`src/rtl/rtc_cal_pkg.sv`:
```
// Shared constants and BCD helpers for the calendar counter.
// Assumes all counter values handled here are packed BCD.
package rtc_cal_pkg;

    localparam int REG_W  = 8;
    localparam int ADDR_W = 4;

    localparam logic [ADDR_W-1:0] ADR_SEC   = 4'h0;
    localparam logic [ADDR_W-1:0] ADR_MIN   = 4'h1;
    localparam logic [ADDR_W-1:0] ADR_HOUR  = 4'h2;
    localparam logic [ADDR_W-1:0] ADR_WDAY  = 4'h3;
    localparam logic [ADDR_W-1:0] ADR_DATE  = 4'h4;
    localparam logic [ADDR_W-1:0] ADR_MONTH = 4'h5;
    localparam logic [ADDR_W-1:0] ADR_YEAR  = 4'h6;
    localparam logic [ADDR_W-1:0] ADR_CTRL  = 4'hE;
    localparam logic [ADDR_W-1:0] ADR_STAT  = 4'hF;

    // Adds one to a two-digit packed BCD value (no upper bound applied).
    function automatic logic [7:0] bcd_inc(input logic [7:0] v);
        if (v[3:0] >= 4'd9)
            return {v[7:4] + 4'd1, 4'd0};
        else
            return {v[7:4], v[3:0] + 4'd1};
    endfunction

    // A BCD year is a multiple of 4 when 2*tens + ones is (10 = 2 mod 4).
    function automatic logic bcd_leap(input logic [7:0] y);
        logic [4:0] s;
        s = {y[7:4], 1'b0} + {1'b0, y[3:0]};
        return (s[1:0] == 2'b00);
    endfunction

    // Last valid BCD date of a BCD month in a given BCD year.
    function automatic logic [5:0] bcd_month_end(input logic [4:0] m, input logic [7:0] y);
        case (m)
            5'h02:                      return bcd_leap(y) ? 6'h29 : 6'h28;
            5'h04, 5'h06, 5'h09, 5'h11: return 6'h30;
            default:                    return 6'h31;
        endcase
    endfunction

endpackage

```
`src/rtl/rtc_sec_prescaler.sv`:
```
// Sub-second prescaler: counts osc_tick pulses while running and flags the
// cycle that completes one second. A restart clears the count and suppresses
// the strobe in the same cycle. Assumes TICKS_PER_SEC >= 1.
module rtc_sec_prescaler #(
    parameter int TICKS_PER_SEC = 32768,
    localparam int CNT_W = (TICKS_PER_SEC > 1) ? $clog2(TICKS_PER_SEC) : 1
) (
    input  logic             clk,
    input  logic             rst_n,
    input  logic             run,
    input  logic             tick,
    input  logic             restart,
    output logic             sec_strobe,
    output logic [CNT_W-1:0] count
);

    localparam logic [CNT_W-1:0] LAST = CNT_W'(TICKS_PER_SEC - 1);

    // Second strobe: final counted pulse of the current second.
    always_comb begin
        sec_strobe = run & tick & ~restart & (count == LAST);
    end

    // Pulse counter with restart and wrap at one second.
    always_ff @(posedge clk) begin
        if (!rst_n || restart)
            count <= '0;
        else if (run && tick)
            count <= (count == LAST) ? '0 : count + 1'b1;
    end

endmodule

```
`src/rtl/rtc_tod_counter.sv`:
```
// Time-of-day counter: seconds, minutes and hours in packed BCD, with the
// hour byte in 24-hour (bit6=0) or 12-hour (bit6=1, bit5=PM) format.
// Host writes take priority; the prescaler guarantees no strobe on a write.
// Emits day_carry in the cycle the day rolls over.
module rtc_tod_counter
    import rtc_cal_pkg::*;
(
    input  logic       clk,
    input  logic       rst_n,
    input  logic       sec_strobe,
    input  logic       we_sec,
    input  logic       we_min,
    input  logic       we_hour,
    input  logic [6:0] wdata,
    output logic [6:0] sec_q,
    output logic [6:0] min_q,
    output logic [6:0] hour_q,
    output logic       day_carry
);

    logic       sec_wrap, min_wrap, hour_last;
    logic [6:0] sec_nx, min_nx, hour_nx;
    logic [7:0] sec_inc, min_inc, h24_inc, h12_inc;
    logic [4:0] h12;
    logic       pm;

    // Next-value and wrap decode for the three time bytes.
    always_comb begin
        sec_wrap = (sec_q == 7'h59);
        min_wrap = (min_q == 7'h59);
        sec_inc  = bcd_inc({1'b0, sec_q});
        min_inc  = bcd_inc({1'b0, min_q});
        sec_nx   = sec_wrap ? 7'h00 : sec_inc[6:0];
        min_nx   = min_wrap ? 7'h00 : min_inc[6:0];
        h12      = hour_q[4:0];
        pm       = hour_q[5];
        h24_inc  = bcd_inc({2'b00, hour_q[5:0]});
        h12_inc  = bcd_inc({3'b000, h12});
        if (hour_q[6]) begin
            hour_last = (h12 == 5'h11) & pm;
            if (h12 == 5'h12)
                hour_nx = {1'b1, pm, 5'h01};
            else if (h12 == 5'h11)
                hour_nx = {1'b1, ~pm, 5'h12};
            else
                hour_nx = {1'b1, pm, h12_inc[4:0]};
        end else begin
            hour_last = (hour_q[5:0] == 6'h23);
            hour_nx   = hour_last ? 7'h00 : {1'b0, h24_inc[5:0]};
        end
        day_carry = sec_strobe & sec_wrap & min_wrap & hour_last;
    end

    // Seconds register.
    always_ff @(posedge clk) begin
        if (!rst_n)          sec_q <= 7'h00;
        else if (we_sec)     sec_q <= wdata;
        else if (sec_strobe) sec_q <= sec_nx;
    end

    // Minutes register, carried from seconds.
    always_ff @(posedge clk) begin
        if (!rst_n)                      min_q <= 7'h00;
        else if (we_min)                 min_q <= wdata;
        else if (sec_strobe && sec_wrap) min_q <= min_nx;
    end

    // Hours register, carried from minutes.
    always_ff @(posedge clk) begin
        if (!rst_n)                                  hour_q <= 7'h00;
        else if (we_hour)                            hour_q <= wdata;
        else if (sec_strobe && sec_wrap && min_wrap) hour_q <= hour_nx;
    end

endmodule

```
`src/rtl/rtc_date_counter.sv`:
```
// Calendar counter: weekday 1..7, BCD date with month-length wrap (leap
// February on years divisible by 4), BCD month 1..12, BCD year 00..99 and a
// century bit toggled on the year wrap. Advances once per day_carry.
module rtc_date_counter
    import rtc_cal_pkg::*;
(
    input  logic       clk,
    input  logic       rst_n,
    input  logic       day_carry,
    input  logic       we_wday,
    input  logic       we_date,
    input  logic       we_month,
    input  logic       we_year,
    input  logic [7:0] wdata,
    output logic [2:0] wday_q,
    output logic [5:0] date_q,
    output logic [4:0] month_q,
    output logic       century_q,
    output logic [7:0] year_q
);

    logic       date_wrap, month_wrap, year_wrap;
    logic [7:0] date_inc, month_inc, year_inc;

    // Wrap and increment decode for the date bytes.
    always_comb begin
        date_wrap  = (date_q == bcd_month_end(month_q, year_q));
        month_wrap = (month_q == 5'h12);
        year_wrap  = (year_q == 8'h99);
        date_inc   = bcd_inc({2'b00, date_q});
        month_inc  = bcd_inc({3'b000, month_q});
        year_inc   = bcd_inc(year_q);
    end

    // Weekday register, 7 wraps to 1.
    always_ff @(posedge clk) begin
        if (!rst_n)         wday_q <= 3'd1;
        else if (we_wday)   wday_q <= wdata[2:0];
        else if (day_carry) wday_q <= (wday_q == 3'd7) ? 3'd1 : wday_q + 3'd1;
    end

    // Date register, wraps at the end of the current month.
    always_ff @(posedge clk) begin
        if (!rst_n)         date_q <= 6'h01;
        else if (we_date)   date_q <= wdata[5:0];
        else if (day_carry) date_q <= date_wrap ? 6'h01 : date_inc[5:0];
    end

    // Month register and century bit, written together.
    always_ff @(posedge clk) begin
        if (!rst_n) begin
            month_q   <= 5'h01;
            century_q <= 1'b0;
        end else if (we_month) begin
            month_q   <= wdata[4:0];
            century_q <= wdata[7];
        end else if (day_carry && date_wrap) begin
            month_q <= month_wrap ? 5'h01 : month_inc[4:0];
            if (month_wrap && year_wrap)
                century_q <= ~century_q;
        end
    end

    // Year register, carried from month.
    always_ff @(posedge clk) begin
        if (!rst_n)
            year_q <= 8'h00;
        else if (we_year)
            year_q <= wdata;
        else if (day_carry && date_wrap && month_wrap)
            year_q <= year_wrap ? 8'h00 : year_inc;
    end

endmodule

```
`src/rtl/rtc_bcd_calendar.sv`:
```
// Top of the BCD calendar counter. Decodes the byte-wide host port, holds
// the oscillator-stop control bit and the sticky stop flag, and ties the
// prescaler to the time and date counters. Reads are combinational.
module rtc_bcd_calendar
    import rtc_cal_pkg::*;
#(
    parameter int TICKS_PER_SEC = 32768
) (
    input  logic              clk,
    input  logic              rst_n,
    input  logic              osc_tick,
    input  logic [ADDR_W-1:0] reg_addr,
    input  logic              reg_wr,
    input  logic [REG_W-1:0]  reg_wdata,
    output logic [REG_W-1:0]  reg_rdata
);

    localparam int CNT_W = (TICKS_PER_SEC > 1) ? $clog2(TICKS_PER_SEC) : 1;

    logic             wr_time;
    logic             osc_off, osf;
    logic             sec_strobe, day_carry;
    logic [CNT_W-1:0] presc_cnt;
    logic [6:0]       sec_q, min_q, hour_q;
    logic [2:0]       wday_q;
    logic [5:0]       date_q;
    logic [4:0]       month_q;
    logic             century_q;
    logic [7:0]       year_q;

    // Any write to a time or date byte restarts the second.
    always_comb begin
        wr_time = reg_wr && (reg_addr <= ADR_YEAR);
    end

    rtc_sec_prescaler #(.TICKS_PER_SEC(TICKS_PER_SEC)) u_presc (
        .clk        (clk),
        .rst_n      (rst_n),
        .run        (~osc_off),
        .tick       (osc_tick),
        .restart    (wr_time),
        .sec_strobe (sec_strobe),
        .count      (presc_cnt)
    );

    rtc_tod_counter u_tod (
        .clk        (clk),
        .rst_n      (rst_n),
        .sec_strobe (sec_strobe),
        .we_sec     (reg_wr && reg_addr == ADR_SEC),
        .we_min     (reg_wr && reg_addr == ADR_MIN),
        .we_hour    (reg_wr && reg_addr == ADR_HOUR),
        .wdata      (reg_wdata[6:0]),
        .sec_q      (sec_q),
        .min_q      (min_q),
        .hour_q     (hour_q),
        .day_carry  (day_carry)
    );

    rtc_date_counter u_date (
        .clk        (clk),
        .rst_n      (rst_n),
        .day_carry  (day_carry),
        .we_wday    (reg_wr && reg_addr == ADR_WDAY),
        .we_date    (reg_wr && reg_addr == ADR_DATE),
        .we_month   (reg_wr && reg_addr == ADR_MONTH),
        .we_year    (reg_wr && reg_addr == ADR_YEAR),
        .wdata      (reg_wdata),
        .wday_q     (wday_q),
        .date_q     (date_q),
        .month_q    (month_q),
        .century_q  (century_q),
        .year_q     (year_q)
    );

    // Oscillator-stop control bit (1 = stopped).
    always_ff @(posedge clk) begin
        if (!rst_n)
            osc_off <= 1'b0;
        else if (reg_wr && reg_addr == ADR_CTRL)
            osc_off <= reg_wdata[7];
    end

    // Sticky stop flag: set by reset or a stopped oscillator, host-cleared.
    always_ff @(posedge clk) begin
        if (!rst_n)
            osf <= 1'b1;
        else if (osc_off)
            osf <= 1'b1;
        else if (reg_wr && reg_addr == ADR_STAT && !reg_wdata[7])
            osf <= 1'b0;
    end

    // Read multiplexer; unstored bits and unmapped addresses read zero.
    always_comb begin
        case (reg_addr)
            ADR_SEC:   reg_rdata = {1'b0, sec_q};
            ADR_MIN:   reg_rdata = {1'b0, min_q};
            ADR_HOUR:  reg_rdata = {1'b0, hour_q};
            ADR_WDAY:  reg_rdata = {5'b0, wday_q};
            ADR_DATE:  reg_rdata = {2'b0, date_q};
            ADR_MONTH: reg_rdata = {century_q, 2'b0, month_q};
            ADR_YEAR:  reg_rdata = year_q;
            ADR_CTRL:  reg_rdata = {osc_off, 7'b0};
            ADR_STAT:  reg_rdata = {osf, 7'b0};
            default:   reg_rdata = '0;
        endcase
    end

endmodule

```
`config.mk`:
```
export PLATFORM = sky130hd
export DESIGN_NAME = rtc_bcd_calendar
export DESIGN_NICKNAME = d
export VERILOG_FILES = /design/src/rtl/rtc_cal_pkg.sv /design/src/rtl/rtc_sec_prescaler.sv /design/src/rtl/rtc_tod_counter.sv /design/src/rtl/rtc_date_counter.sv /design/src/rtl/rtc_bcd_calendar.sv
export SDC_FILE = /design/constraint.sdc
export NUM_CORES = 1
export LEC_CHECK = 0
export ABC_CLOCK_PERIOD_IN_PS = 2830
export BUFFER_PORTS_ARGS = -buffer_cell sky130_fd_sc_hd__buf_2
export CORE_UTILIZATION = 56
export CTS_CLUSTER_DIAMETER = 100
export DETAILED_ROUTE_END_ITERATION = 10
export HOLD_SLACK_MARGIN = 0.15
export PLACE_DENSITY = 0.87
export SKIP_LAST_GASP = 1
export SLEW_MARGIN = 10
export SYNTH_ARGS = -nofsm -noshare
export SYNTH_HDL_FRONTEND = slang
export SYNTH_SLANG_ARGS = --single-unit
```
`constraint.sdc`:
```
create_clock -name clk -period 2.83 [get_ports clk]
set_input_delay 0.1415 -clock clk [delete_from_list [all_inputs] [get_ports clk]]
set_output_delay 0.1415 -clock clk [all_outputs]
set_load 0.02 [all_outputs]
```
## Yosys cells after proc, flatten, opt, wreduce, memory -nomap -nowiden

Index checks and enable logic that the tools add are counted.

- Logic and storage cells: 164
- Output and inout bits: 8
- Flip-flop bits (word level): 61
- Input port bits: 16

- Magnitude comparators: 7
- Reduce and logical (&&, ||, !) cells: 46
- $add $sub $neg: 16
- Mux-type cells: 39
- Bitwise operators: 12
- Eq/ne operators: 26

Operators by type and width:

| kind | number |
|---|---|
| $mux 7 | 12 |
| $pmux 8 s9 | 1 |
| $mux 6 | 7 |
| $mux 8 | 4 |
| $add 4x1->4 const B | 7 |
| $mux 5 | 5 |
| $ge 4x4->1 const B | 6 |
| $eq 5x5->1 const B | 4 |
| $logic_and 1x1->1 | 17 |
| $reduce_bool 2->1 | 8 |
| $add 15x1->15 const B | 1 |
| $eq 15x15->1 const B | 1 |
| $mux 15 | 1 |
| $reduce_bool 3->1 | 5 |
| $eq 7x7->1 const B | 2 |
| $eq 4x3->1 const B | 3 |
| $pmux 6 s2 | 1 |
| $reduce_and 2->1 | 6 |
| $eq 5x3->1 const B | 2 |
| $add 3x1->3 const B | 3 |
| $mux 3 | 3 |
| $eq 4x2->1 const B | 2 |
| $eq 4x4->1 const B | 2 |
| $eq 8x8->1 const B | 1 |
| 24 further kinds | 42 |

## Longest topological paths before layout

Gate-level depths: netlist of run 1.

- Depth in word-level cells: 12
- Gate-level depth with buffers: 9
- Depth with buffers taken out: 8

## Cells and area by module

Synthesis of run 1 repeated with hierarchy kept, for this count alone.

- Cells, all modules: 575
- Area total of the unflattened synthesis: 4,645.7 µm²

By module, submodules not included:

| module | times used | cells each | sequential area each (µm²) | area an instance (µm²) |
|---|---|---|---|---|
| rtc_date_counter | 1 | 207 | 460.4 | 1,696.6 |
| rtc_tod_counter | 1 | 202 | 420.4 | 1,584.0 |
| rtc_sec_prescaler | 1 | 82 | 300.3 | 718.2 |
| rtc_bcd_calendar | 1 | 84 | 40.0 | 646.9 |

## Worst setup path before layout of run 1

Ideal clock, no wire load.

- Path type: register to register
- Start point: reg u_date.month_q[0]
- End point: reg u_date.century_q
- Arrival: 2.654 ns
- Path slack: 0.102 ns
- Period minus slack after synthesis: 2.728 ns
- Library setup time: 0.074 ns
- Path buffers: 1
- Required time: 2.756 ns
- Stages on the path, launching flop included: 10
- Path through: dfxtp_1 inv_1 ha_1 or2_1 a32o_1 or4b_4 a211o_1 buf_6 or3_1 a31oi_1

- Word-level cells in the longest chain between the ends: 7
- Elaborated cells between the ends (all ways): 14
- Those cells by class: eq/ne: 7; mux: 1; reduce/logical: 6

Ends and longest elaborated chain:

| item | line | source |
|---|---|---|
| start, declared | rtc_date_counter.sv:17 | `output logic [4:0] month_q,` |
| start signal, assigned | rtc_date_counter.sv:55 | `month_q <= wdata[4:0];` |
| start signal, assigned | rtc_date_counter.sv:58 | `month_q <= month_wrap ? 5'h01 : month_inc[4:0];` |
| $eq 5x3->1, or another cell as far along | rtc_cal_pkg.sv:35 | `case (m)` |
| $reduce_or 4->1 | rtc_cal_pkg.sv:35 |  |
| $pmux 6 s2 | rtc_cal_pkg.sv:35 |  |
| $eq 6x6->1 | rtc_date_counter.sv:27 | `date_wrap = (date_q == bcd_month_end(month_q, year_q));` |
| $logic_and 1x1->1 | rtc_date_counter.sv:57 | `end else if (day_carry && date_wrap) begin` |
| $reduce_bool 2->1 (no source line) | - |  |
| $reduce_and 2->1 (no source line) (*) | - |  |
| end signal, assigned | rtc_date_counter.sv:56 | `century_q <= wdata[7];` |
| end signal, assigned | rtc_date_counter.sv:60 | `century_q <= ~century_q;` |
| end, declared | rtc_date_counter.sv:18 | `output logic century_q,` |

Every way passes the cells marked *; elsewhere a longest branch is shown, timed or not.
A chain may end at the register's enable or synchronous reset.

## Worst setup path after layout of run 1

- Start point: reg u_presc.count[1]
- End point: reg u_date.century_q

- Word-level cells in the longest chain between the ends: 8

Ends and longest elaborated chain:

| item | line | source |
|---|---|---|
| start, declared | rtc_sec_prescaler.sv:14 | `output logic [CNT_W-1:0] count` |
| start signal, assigned | rtc_sec_prescaler.sv:29 | `count <= (count == LAST) ? '0 : count + 1'b1;` |
| $eq 15x15->1 | rtc_sec_prescaler.sv:21 | `sec_strobe = run & tick & ~restart & (count == LAST);` |
| $and 1x1->1 | rtc_sec_prescaler.sv:21 |  |
| $and 1x1->1 (3 in series) | rtc_tod_counter.sv:51 | `day_carry = sec_strobe & sec_wrap & min_wrap & hour_last;` |
| $logic_and 1x1->1 | rtc_date_counter.sv:57 |  |
| $reduce_bool 2->1 (no source line) | - |  |
| $reduce_and 2->1 (no source line) | - |  |

Every way passes these cells.

==> out/qor.txt, run 1 <==
Outcome -> complete, no violations
DR WL/cell -> 18.5 um
Leak -> 1.95 nW
Register area share after synthesis -> 26.6%
Layout Nets -> 700
Final setup vio count -> 0
DR vias -> 5,027
Grt ovf -> 0
CTS root buf -> clkbuf_8
Max Buffers Root-to-Sink -> 2
First-pass GRT wire length -> 22,800 um
Area growth, synth to finish -> 13.9%
Final count of pins violating max slew -> 0
Dominant synthesized flop cell -> dfxtp_1
Unique cell type count in the Yosys netlist -> 69
Post-synth EDFFs -> 0
Fin crit period -> 2.75 ns
Final Hold Fails -> 0
Vias in the first global route -> 4,656
IO Pins -> 24
Hold crit path type -> input pin to register
Ys async rst share -> 0%
Max_cap viols -> 0
Core Box Area -> 7850 um2
Slew at the pin closest to its max-slew limit -> 0.679 ns
Critical Path AT -> 3.03 ns
Critical path required time -> 3.11 ns
Post-synthesis sequential element count -> 61
Row count -> 32
N_diodes -> 0
Critical-path top delay cell -> dfxtp_1
Top delay family on crit path -> compound AO/OA/AOI/OAI gates
GRT Util Overall -> 34.0%
Routed wire length -> 14,000 um
Worst path max stage delay -> 0.40 ns
Clk slew on worst S/H paths -> 0.07 ns
Syn. warnings -> 0
Most frequent cells in the layout -> 70 x nand2_1, 63 x nor2_1, 60 x dfxtp_1
H-Tree Depth -> 3
Leading cell type in the layout, fill and taps excluded -> nand2_1
IO buf count -> 23
CP endpoint kind -> register
Die Area -> 8570 um2
CP Max Fanout -> 8
Latest clock arrival within the worst-skew pair -> 0.36 ns
Max VDD drop -> 0.246 mV
Area leader, netlist -> dfxtp_1
Number of antenna violations at the first check in global routing -> 0
Total power divided by cell area -> 350 nW/um2
Largest cells by area after synthesis -> dfxtp_1 27%, ha_1 8.4%, nand2_1 5.7%, nor2_1 5.1%, nand3_1 3.4%
Count of non-filler cells in the finished layout -> 758
Synth top area share -> 26.6%
Final Skew -> 0.00876 ns
Number of clock sinks -> 61
CTS tree -> yes
DR pass1 iterations -> 5
Cells after Synth -> 606
Die X -> 92.6 um
Netlist Area Pre-Place -> 4590 um2
CTS buffer count -> 9
DPL Wire Length -> 10,100 um
Core Util, Final -> 66.7%
Largest net degree at the start of global routing -> 29
Crit Path Class -> register to register
Reg2reg setup slack -> 0.08 ns
Buf+Inv Stages, Crit Path -> 2
Die H -> 92.6 um
Crit path cell chain -> ha_1 > nand4_1 > a2111oi_1 > buf_4 > nand4_1 > a211o_4 > buf_4 > or3_1 > a31oi_1
Placed cell count -> 738
Via density -> 6.63
Fmax -> 363 MHz
Rel. slew slack -> 54.3%
RSZ-0062 raised after global routing -> yes
Initial core utilization -> 58.5%
Layout cells sized above 1 -> 14.5%
Post-CTS Setup Inserts -> 0
Fin crit share -> 97.2%
Drt drc -> 0
Crit start category -> register
Syn nets -> 653
Mean Syn Cell Area -> 7.58 um2
1st-iter DRT viols -> 538
Detail Route Antenna Nets -> 0
RD Place Congestion -> 0.958
state kept, by name, summed over array words and instances (netlist names):
register          count
osc_off               1
osf                   1
u_date.century_q      1
u_date.date_q         6
u_date.month_q        5
u_date.wday_q         3
u_date.year_q         8
u_presc.count        15
u_tod.hour_q          7
u_tod.min_q           7
u_tod.sec_q           7
power breakdown:
part           total, W  switching (W)  leakage (nW)  internal, W
clock network  0.000697       0.000344        0.0881     0.000353
logic          0.000230       0.000144          1.37    0.0000862
registers      0.000904      0.0000275         0.494     0.000876
cell usage after synthesis (5+ instances only):
cell type and number:
or3_1 10, dfxtp_1 61, a221oi_1 6, o21ai_0 22, ha_1 31, and2_1 6
clkbuf_1 18, buf_1 5, xnor2_1 5, nor3_1 15, a21oi_1 29, nand2_1 70
nor2b_1 10, a211oi_1 12, o31ai_1 6, o211ai_1 11, nand4_1 11, xor2_1 15
a22oi_1 6, nor2_1 63, nand2b_1 7, nand3_1 31, o31a_1 6, inv_1 30
a31oi_1 15, nor4_1 8, nand3b_1 5, mux2i_1 8
worst paths after layout:
check | start | end | cells past startpoint
max | u_presc.count[1]$_SDFFE_PP0N_ | u_date.century_q$_SDFFE_PN0P_ | 9
min | reg_wdata[0] | u_date.date_q[0]$_SDFFE_PN1P_ | 3
max reg2reg | u_presc.count[1]$_SDFFE_PP0N_ | u_date.century_q$_SDFFE_PN0P_ | 9
min reg2reg | u_presc.count[13]$_SDFFE_PP0N_ | u_presc.count[13]$_SDFFE_PP0N_ | 2
per-layer routing:
layer | wire, um | track usage (%)
met1 | 5690 | 41.9
met2 | 6430 | 53.8
met3 | 1260 | 9.44
met4 | 638 | 18.1
met5 | 0 | 0
worst min-delay path: stages:
cell and delay (ns):
buf_2 0.17, nand2_1 0.07, o311ai_0 0.10
cell families (layout without fill, tap and decap cells):
| family | Yosys count | count (layout) | synth area share (%) |
|---|---|---|---|
| multiplexers | 12 | 12 | 2.72 |
| flip-flops | 61 | 61 | 26.6 |
| AND/OR/NAND/NOR | 268 | 268 | 29.5 |
| adder cells (fa/ha/maj) | 31 | 31 | 8.44 |
| buffers and inverters | 59 | 109 | 5.31 |
| XOR/XNOR | 20 | 20 | 3.81 |
| AO/OA/AOI/OAI | 155 | 155 | 23.6 |
metrics by stage:
stage,setup slack [ns],power [W],TNS [ns],hold WS [ns],cell area [um2]
global route,-0.0117,0.00191,-0.0152,0.162,5240
finish,0.0783,0.00183,0,0.175,5240
global placement,0.0419,0.00113,0,0.431,4980
CTS,0.00407,0.00183,0,0.154,5220
detailed placement,-0.102,0.00114,-0.298,0.452,4980
floorplan,0.102,0.00105,0,0.277,4590
final cells by class:
class / count / area, um2
sequential: 61 / 1220
inverter: 30 / 113
timing repair buffer: 65 / 445
multi-input combinational: 486 / 3160
fill: 662 / 2610
clock buffer: 12 / 155
tap: 102 / 128
clock inverter: 2 / 10.0
repair_timing:
| action | 4_1_cts | 5_1_grt |
|---|---|---|
| endpoints found under the setup margin | 5 | 6 |
| hold endpoints to repair | 8 | 0 |
| hold buffers | 6 | 0 |
| resized for setup | 2 | 5 |
| cloned | 0 | 0 |
| pin swaps | 0 | 3 |
Note: power is estimated with default switching activity, not from simulation.
==> run 2, diff against run 1 <==
--- a/config.mk
+++ b/config.mk
@@ -7,9 +7,11 @@
 export LEC_CHECK = 0
 export ABC_CLOCK_PERIOD_IN_PS = 2830
 export BUFFER_PORTS_ARGS = -buffer_cell sky130_fd_sc_hd__buf_2
+export CORE_ASPECT_RATIO = 1.2
 export CORE_UTILIZATION = 56
 export CTS_CLUSTER_DIAMETER = 100
 export DETAILED_ROUTE_END_ITERATION = 10
+export GPL_ROUTABILITY_DRIVEN = 0
 export HOLD_SLACK_MARGIN = 0.15
 export PLACE_DENSITY = 0.87
 export SKIP_LAST_GASP = 1
==> run 2 against run 1 <==
Compared with the run above:
- the run now ends with setup timing left
- combinational power is essentially flat
- routed wire length grew 4.4%
- clock power grew 14%
- critical endpoint is now u_date.year_q[4]$_SDFFE_PN0P_
- fmax shrank 3.4%
- non-clock buffer count shrank 3
- sequential share of layout area is essentially flat
- highest routed layer unchanged
- die area is essentially flat
- critical path type unchanged
- largest power group unchanged
- sequential power is essentially flat
==> out/qor.txt, run 2 (synthesis results as in run 1) <==
CP Max Fanout -> 5 (-3)
Top flop regs -> u_presc.count (15), u_date.year_q (8)
Placed cell count -> 725 (-1.8%)
Max VDD drop -> 0.237 mV (-4.0%)
Sw frac -> 28.2% (+0.071 points)
Die Area -> 8570 um2 (about the same)
CTS buffer count -> 9 (unchanged)
Most flop-heavy register -> u_presc.count
Fin crit share -> 101% (+3.4 points)
First-pass GRT wire length -> 23,200 um (+1.5%)
Layout Nets -> 698 (-0.29%)
Fmax -> 351 MHz (-3.4%)
Max_cap viols -> 0 (unchanged)
Final count of pins violating max slew -> 0 (unchanged)
Min Hold Slack -> 0.177 ns (+0.00134 ns)
Leak -> 1.94 nW (-0.50%)
Outcome -> complete, but fails checks
Via density -> 6.83 (+3.0%)
Logic pwr share -> 12.0% (-0.6 points)
Top delay family on crit path -> compound AO/OA/AOI/OAI gates
Routed wire length -> 14,600 um (+4.4%)
Crit-path most repeated cell -> nand4_1
Internal power -> 0.00139 W (+5.6%)
Critical Path AT -> 3.12 ns (+0.09 ns)
DR vias -> 5,108 (+1.6%)
H-Tree Depth -> 3 (unchanged)
Crit path cell chain -> ha_2 > nand4_1 > a2111oi_2 > buf_4 > nand4_1 > a211o_4 > or4_1 > a31oi_1
Vias in the first global route -> 4,764 (+2.3%)
DPL Wire Length -> 10,200 um (+1.6%)
Number of antenna violations at the first check in global routing -> 0 (unchanged)
Setup TNS -> -0.0173 ns (-0.0173 ns)
Final setup vio count -> 1 (+1)
Number of clock sinks -> 61 (unchanged)
Die X -> 84.7 um (-8.5%)
Count of non-filler cells in the finished layout -> 748 (-1.3%)
IO Pins -> 24 (unchanged)
Switching power -> 0.000546 W (+6.0%)
Initial core utilization -> 58.9% (+0.39 points)
DR pass1 iterations -> 6 (+1)
Area growth, synth to finish -> 14.2%
Drt drc -> 0 (unchanged)
Critical-path top delay cell -> or4_1
Layout cells sized above 1 -> 14.5% (unchanged)
IO buf count -> 23 (unchanged)
Grt ovf -> 0 (unchanged)
Row count -> 35 (+9.4%)
Most frequent cells in the layout -> 70 x nand2_1, 63 x nor2_1, 60 x dfxtp_1
Largest register FFs -> 15 (unchanged)
Largest net degree at the start of global routing -> 29 (unchanged)
Slew at the pin closest to its max-slew limit -> 0.746 ns (+0.0669 ns)
Crit start category -> register
DR WL/cell -> 19.6 um (+5.8%)
CTS tree -> yes
CTS root buf -> clkbuf_8
Setup WS pre-CTS -> -0.0990 ns (+0.00328 ns)
Final Skew -> 0.0143 ns (+0.00558 ns)
Critical path required time -> 3.11 ns (about the same)
Die H -> 101 um (+9.3%)
Rel. slew slack -> 49.6% (-4.8 points)
Max Buffers Root-to-Sink -> 2 (unchanged)
Clock network power share -> 41.2% (+3.1 points)
Latest clock arrival within the worst-skew pair -> 0.35 ns (about the same)
Fin crit period -> 2.85 ns (+0.0956 ns)
Crit Path Class -> register to register
Buf+Inv Stages, Crit Path -> 1 (-1)
Total power divided by cell area -> 369 nW/um2 (+5.5%)
CP endpoint kind -> register
Core Box Area -> 7790 um2 (-0.67%)
PnR worst setup slack -> -0.0173 ns (-0.0956 ns)
Failing checks -> setup timing
Clk slew on worst S/H paths -> 0.08 ns (about the same)
1st-iter DRT viols -> 630 (+17%)
GRT Util Overall -> 34.4% (+0.39 points)
Post-CTS Setup Inserts -> 0 (unchanged)
Final Hold Fails -> 0 (unchanged)
Hold crit path type -> input pin to register
Worst path max stage delay -> 0.47 ns (+0.07 ns)
Sequential share of power -> 46.8% (-2.6 points)
Core Util, Final -> 67.3% (+0.58 points)
Leading cell type in the layout, fill and taps excluded -> nand2_1
Detail Route Antenna Nets -> 0 (unchanged)
N_diodes -> 0 (unchanged)
==> run 2: routing by layer <==
metal	part of all wire, %	GRT usage, %
met1	38	39.7
met2	46	57.0
met3	10	6.85
met4	6.4	25.6
met5	0	0
==> run 2: path summary, 6_finish.rpt <==
| check | slack (ns) | depth (start not counted) | endpoint | start |
|---|---|---|---|---|
| max | -0.02 | 8 | u_date.year_q[4]$_SDFFE_PN0P_ | u_presc.count[1]$_SDFFE_PP0N_ |
| min | 0.18 | 3 | u_tod.hour_q[1]$_SDFFE_PN0P_ | reg_wdata[1] |
| max reg2reg | -0.02 | 8 | u_date.year_q[4]$_SDFFE_PN0P_ | u_presc.count[1]$_SDFFE_PP0N_ |
| min reg2reg | 0.49 | 2 | u_presc.count[13]$_SDFFE_PP0N_ | u_presc.count[13]$_SDFFE_PP0N_ |
==> run 2: area by class of cell <==
cell class,count,area (um2)
Tap cell,92,115
Fill cell,639,2550
Clock buffer,12,145
Sequential cell,61,1220
Inverter,30,113
Clock inverter,4,47.5
Timing Repair Buffer,62,423
Multi-Input combinational cell,487,3180
==> run 2: power groups by stage <==
stage	Clock [W]	Sequential, W	Combinational [W]
after floorplan	0	0.000913	0.000139
after global placement	0	0.000920	0.000207
after detailed placement	0	0.000921	0.000213
after CTS	0.000802	0.000902	0.000220
after global routing	0.000845	0.000905	0.000249
final	0.000798	0.000905	0.000232
==> run 2: repair_timing <==
| action | CTS | global route |
|---|---|---|
| endpoints found under the hold margin | 8 | 0 |
| gates cloned | 0 | 1 |
| pin swaps | 0 | 3 |
| hold buffers | 6 | 0 |
| endpoints found under the setup margin | 6 | 5 |
| gates resized for setup | 2 | 6 |
==> run 2: tightest hold or removal path, delay by kind of cell <==
family                 cells  cell delay, ns
buffers and inverters      1            0.19
and+or+nand+nor            1            0.09
AOI/OAI and AO/OA          1            0.05
==> run 2: through the flow <==
step	area [um2]	total power, W
6_report	5250	0.00193
4_1_cts	5210	0.00192
3_3_place_gp	4940	0.00113
5_1_grt	5250	0.00200
3_5_place_dp	4940	0.00113
2_1_floorplan	4590	0.00105
